File: src/rtl/irq_pkg.sv
package irq_pkg;
    localparam int DATA_W = 32;
    localparam int ADDR_W = 8;

    localparam logic [ADDR_W-1:0] OFF_EVT_SET = 8'h80;
    localparam logic [ADDR_W-1:0] OFF_EVT_CLR = 8'h84;
    localparam logic [ADDR_W-1:0] OFF_MSK_SET = 8'h88;
    localparam logic [ADDR_W-1:0] OFF_MSK_CLR = 8'h8C;

    // reserved positions: bit 28 and bits 14..10
    localparam logic [DATA_W-1:0] RSVD_BITS = 32'h1000_7C00;
    localparam int GATE_BIT = DATA_W - 1;

    typedef enum logic [2:0] {
        SEL_NONE,
        SEL_EVT_SET,
        SEL_EVT_CLR,
        SEL_MSK_SET,
        SEL_MSK_CLR
    } reg_sel_e;

    function automatic reg_sel_e decode_sel(input logic [ADDR_W-1:0] a);
        reg_sel_e s;
        unique case (a)
            OFF_EVT_SET: s = SEL_EVT_SET;
            OFF_EVT_CLR: s = SEL_EVT_CLR;
            OFF_MSK_SET: s = SEL_MSK_SET;
            OFF_MSK_CLR: s = SEL_MSK_CLR;
            default:     s = SEL_NONE;
        endcase
        return s;
    endfunction
endpackage

File: src/rtl/irq_sc_reg.sv
module irq_sc_reg #(
    parameter int          W    = 32,
    parameter logic [W-1:0] RSVD = '0
) (
    input  logic         clk,
    input  logic         rst_n,
    input  logic [W-1:0] sw_set,
    input  logic [W-1:0] sw_clr,
    input  logic [W-1:0] hw_set,
    output logic [W-1:0] q
);
    logic [W-1:0] set_all;
    logic [W-1:0] q_nxt;

    always_comb begin
        set_all = (sw_set | hw_set) & ~RSVD;
        // set has priority over clear on the same bit
        q_nxt   = ((q & ~sw_clr) | set_all) & ~RSVD;
    end

    always_ff @(posedge clk or negedge rst_n) begin
        if (!rst_n) q <= '0;
        else        q <= q_nxt;
    end

    // every requested set bit (non-reserved) is present next cycle
    assert_set_lands_R9: assert property (@(posedge clk) disable iff (!rst_n)
        1'b1 |=> ((q & $past((sw_set | hw_set) & ~RSVD)) == $past((sw_set | hw_set) & ~RSVD)));

    // a clear with no concurrent set empties the bit
    assert_clr_lands_R2: assert property (@(posedge clk) disable iff (!rst_n)
        1'b1 |=> ((q & $past(sw_clr & ~(sw_set | hw_set))) == '0));

    // reserved positions never hold a 1
    assert_rsvd_zero_R6: assert property (@(posedge clk) disable iff (!rst_n)
        (q & RSVD) == '0);
endmodule

File: src/rtl/irq_gate.sv
module irq_gate #(
    parameter int W = 32
) (
    input  logic         clk,
    input  logic         rst_n,
    input  logic [W-1:0] evt,
    input  logic [W-1:0] msk,
    output logic         irq_o
);
    localparam logic [W-1:0] SRC_BITS = {1'b0, {(W-1){1'b1}}};

    logic [W-1:0] hits;
    logic         irq_nxt;

    always_comb begin
        hits    = evt & msk & SRC_BITS;
        irq_nxt = msk[W-1] & (|hits);
    end

    always_ff @(posedge clk or negedge rst_n) begin
        if (!rst_n) irq_o <= 1'b0;
        else        irq_o <= irq_nxt;
    end

    // gate low means no interrupt on the following cycle
    assert_gate_blocks_R4: assert property (@(posedge clk) disable iff (!rst_n)
        !msk[W-1] |=> !irq_o);

    // no enabled source pending means no interrupt on the following cycle
    assert_no_src_R5: assert property (@(posedge clk) disable iff (!rst_n)
        ((evt[W-2:0] & msk[W-2:0]) == '0) |=> !irq_o);

    // a gated, pending source raises the line one cycle later
    assert_irq_latency_R10: assert property (@(posedge clk) disable iff (!rst_n)
        (msk[W-1] && ((evt[W-2:0] & msk[W-2:0]) != '0)) |=> irq_o);
endmodule

File: src/rtl/irq_mask_ctrl.sv
module irq_mask_ctrl
    import irq_pkg::*;
(
    input  logic              clk,
    input  logic              rst_n,
    input  logic [ADDR_W-1:0] bus_addr,
    input  logic              bus_wr,
    input  logic [DATA_W-1:0] bus_wdata,
    output logic [DATA_W-1:0] bus_rdata,
    input  logic [DATA_W-1:0] hw_event,
    output logic              irq_o
);
    reg_sel_e          sel;
    logic [DATA_W-1:0] evt_set, evt_clr, msk_set, msk_clr;
    logic [DATA_W-1:0] evt_q, msk_q;

    always_comb begin
        sel     = decode_sel(bus_addr);
        evt_set = '0;
        evt_clr = '0;
        msk_set = '0;
        msk_clr = '0;
        if (bus_wr) begin
            unique case (sel)
                SEL_EVT_SET: evt_set = bus_wdata;
                SEL_EVT_CLR: evt_clr = bus_wdata;
                SEL_MSK_SET: msk_set = bus_wdata;
                SEL_MSK_CLR: msk_clr = bus_wdata;
                default:     ;
            endcase
        end
    end

    always_comb begin
        unique case (sel)
            SEL_EVT_SET, SEL_EVT_CLR: bus_rdata = evt_q;
            SEL_MSK_SET, SEL_MSK_CLR: bus_rdata = msk_q;
            default:                  bus_rdata = '0;
        endcase
    end

    irq_sc_reg #(.W(DATA_W), .RSVD(RSVD_BITS)) u_evt (
        .clk    (clk),
        .rst_n  (rst_n),
        .sw_set (evt_set),
        .sw_clr (evt_clr),
        .hw_set (hw_event),
        .q      (evt_q)
    );

    irq_sc_reg #(.W(DATA_W), .RSVD(RSVD_BITS)) u_msk (
        .clk    (clk),
        .rst_n  (rst_n),
        .sw_set (msk_set),
        .sw_clr (msk_clr),
        .hw_set ('0),
        .q      (msk_q)
    );

    irq_gate #(.W(DATA_W)) u_gate (
        .clk   (clk),
        .rst_n (rst_n),
        .evt   (evt_q),
        .msk   (msk_q),
        .irq_o (irq_o)
    );

    // unmapped offsets read as zero
    assert_unmapped_zero_R11: assert property (@(posedge clk) disable iff (!rst_n)
        (sel == SEL_NONE) |-> (bus_rdata == '0));

    // a write to an unmapped offset leaves the mask unchanged
    assert_unmapped_hold_R11: assert property (@(posedge clk) disable iff (!rst_n)
        (bus_wr && sel == SEL_NONE) |=> $stable(msk_q));

    // reserved positions are never seen on the read bus
    assert_rdata_rsvd_R6: assert property (@(posedge clk) disable iff (!rst_n)
        (bus_rdata & RSVD_BITS) == '0);
endmodule

File: config.mk
export PLATFORM = sky130hd
export DESIGN_NAME = irq_mask_ctrl
export DESIGN_NICKNAME = d
export VERILOG_FILES = /design/src/rtl/irq_pkg.sv /design/src/rtl/irq_sc_reg.sv /design/src/rtl/irq_gate.sv /design/src/rtl/irq_mask_ctrl.sv
export SDC_FILE = /design/constraint.sdc
export NUM_CORES = 1
export LEC_CHECK = 0
export BUFFER_PORTS_ARGS = -buffer_cell sky130_fd_sc_hd__buf_2
export CAP_MARGIN = 40
export CORE_MARGIN = 3
export CORE_UTILIZATION = 55
export CTS_BUF_LIST = sky130_fd_sc_hd__clkbuf_8
export DETAILED_ROUTE_END_ITERATION = 10
export PLACE_DENSITY = 0.88
export SLEW_MARGIN = 20
export SYNTH_ARGS = -nofsm -noshare
export SYNTH_HDL_FRONTEND = slang
export SYNTH_SLANG_ARGS = --single-unit
File: constraint.sdc
create_clock -name clk -period 4.25 [get_ports clk]
set_clock_uncertainty 0.15 [all_clocks]
set_input_delay 0.425 -clock clk [delete_from_list [all_inputs] [get_ports clk]]
set_output_delay 0.425 -clock clk [all_outputs]
set_load 0.02 [all_outputs]
==> results.cfg <==
[run_status]
status = finished clean

[timing]
setup_ws_ns = 2.01
holdWs_ns = 0.0711
setup_viol = 0
slew-limit-headroom_pct = 44.5
hold_viol_final = 0
drv_slew = 0
rsz0062_at_grt = no
timing.final.crit_period_ns = 2.24
fmax_mhz = 447
worstMarginPinSlew_ns = 0.833
period_share_pct = 52.6
finalSetupTns_ns = 0

[drt]
routed_wirelength_mm = 7.46
wire_per_inst_um = 16.3
drc_errors = 0
ant_nets = 0
drt_iter0_markers = 288
dr.pass1.iters = 5
vias = 2676
vias_per_cell = 5.86

[clock_network]
cts_hold_buf = 0
cts_tree = yes
cts_resized = 0
cts_buffers = 5
cts_buffer_depth = 2
clk_pin_slew_worst_paths_ns = 0.09
cts_post_setup_buffers_inserted = 0
clk_latency_ns = 0.30
clkSinkCount = 53
ctsHtreeMaxLevel = 2
cts-root-buf = clkbuf_8

[power_and_ir_drop]
p_int_mw = 0.685
pwr-share-comb_pct = 14.8
p_seq_share_pct = 56.3
power_density_nw_per_um2 = 274
switchingPower_mw = 0.252
peakVddDrop_uv = 193
pwr-share-clk_pct = 28.9
power.leakage_nw = 1.65
swShare_pct = 26.9

[floorplanning]
rows = 25
die_w_um = 78.3
die_y_um = 78.3
io_pins = 108
initial_core_util_pct = 58.9
core_area_sq_um = 4880
fp.dieArea_sq_um = 6130

[logic_synthesis]
synth.avg_cell_area_sq_um = 9.18
async_flop_share_pct = 100
syn_inst = 313
synth_edf_count = 0
synth_ff_type = dfrtp_1
synth_warnings = 0
synth_seq_area_share_pct = 46.1
syn_area_sq_um = 2870
ys_ff_latch = 53
ys_types = 22

[setup_path]
cp.arrival_ns = 1.66
crit_required_ns = 3.67
startpoint = bus_addr[6]
cp-end-kind = output port
crit_fanout = 20
worstSetupStartpointType = input pin
crit_type = in -> out
regToRegStartpoint = u_evt.q[7]

[finish]
final_area_sq_um = 3420
diodes = 0
utilization_pct = 70.1
final.fill_count = 374
final_nets = 464
area_growth_pct = 19.0
drive_gt1_share_pct = 26.2

[placement]
placed_cell_area_sq_um = 3320
dp_slack_ns = 1.70
portBuffers = 89
post-dp-hpwl_mm = 5.07
gp_congestion = 0.783

[global_routing]
antenna_found_initial = 0
grt_max_degree = 54
grt_use_total_pct = 24.7
grt_pass1_vias = 2613
grt.overflow.total = 0
grt_first_pass_wirelength_mm = 12.1

[run]
max-cap-violations = 0

[hold_path]
min_path_type = in -> async
[cells in the mapped netlist, types with 2 or more instances]
master | n | area share, %
o31ai_1 | 26 | 6.8
mux2i_1 | 26 | 9.1
o311ai_1 | 26 | 7.9
a22oi_1 | 9 | 2.4
inv_1 | 26 | 3.4
nand3_1 | 2 | 0.35
buf_4 | 6 | 1.6
nand4_1 | 2 | 0.44
buf_2 | 6 | 1.0
clkbuf_1 | 17 | 2.2
nor2_1 | 27 | 3.5
o21ai_0 | 52 | 9.1
dfrtp_1 | 53 | 46
nand2_1 | 27 | 3.5
[power by group through the flow]
stage | Sequential (mW) | Clock (mW) | Combinational [mW]
5_1_grt | 0.529 | 0.296 | 0.155
3_3_place_gp | 0.536 | 0 | 0.131
3_5_place_dp | 0.537 | 0 | 0.137
6_report | 0.527 | 0.271 | 0.139
4_1_cts | 0.527 | 0.274 | 0.137
2_1_floorplan | 0.534 | 0 | 0.0837
[layout make-up]
| type | count | area, sq um | area share (%) |
|---|---|---|---|
| flip-flops and latches | 53 | 1330 | 38.8 |
| clock buffers | 5 | 68.8 | 2.01 |
| well taps | 67 | 83.8 | 2.45 |
| clock inverters | 3 | 13.8 | 0.402 |
| repair buffers | 94 | 503 | 14.7 |
| inverters | 26 | 97.6 | 2.85 |
| multi-input cells | 209 | 1330 | 38.8 |
[metrics by stage]
stage | cells | power [mW]
CTS | 456 | 0.938
detailed placement | 448 | 0.673
floorplan | 318 | 0.617
global route | 457 | 0.980
global placement | 447 | 0.667
finish | 457 | 0.937
[cell families after synthesis]
logic type,count (synthesis),synth area share [%]
other cells,1,0.130
simple gates,60,8.92
compound gates,117,27.4
buf+inv,56,8.36
flops,53,46.1
mux,26,9.06
[critical path, stage by stage]
cell	delay, ns
buf_2	0.11
nor4b_4	0.31
nand2_1	0.25
buf_8	0.23
nor2_1	0.13
buf_2	0.18
[layer usage]
layer,global-route usage (%),wire [um]
met1,32.8,3130
met2,40.4,3640
met3,5.73,571
met4,7.69,119
met5,0,0
[worst paths after layout]
path                            cells after the start             to  slack [ns]
worst min-delay path                                2     u_evt.q[6]        0.07
worst min register to register                      2    u_msk.q[29]        0.41
max in group asynchronous                           2   u_gate.irq_o        3.41
worst max register to register                      4   u_gate.irq_o        2.67
min in group clk                                    3     u_evt.q[5]        0.16
worst max-delay path                                6  bus_rdata[26]        2.01
[layout by cell type, fill, tap and decap left out, drive strengths merged]
cell	instances
buf	94
dfrtp	53
o21ai	52
nor2	27
nand2	27
inv	27
mux2i	26
o311ai	26
o31ai	26
a22oi	9
conb	6
clkbuf	5
nand3	2
nand4	2
clkinv	2
nor4b	1
nand3b	1
a222oi	1
a22o	1
a221oi	1
o31a	1
[state kept, by name, summed over array words and instances, names as in the netlist]
signal,cells
u_evt.q,26
u_gate.irq_o,1
u_msk.q,26
Power figures use the tool's default switching activity.
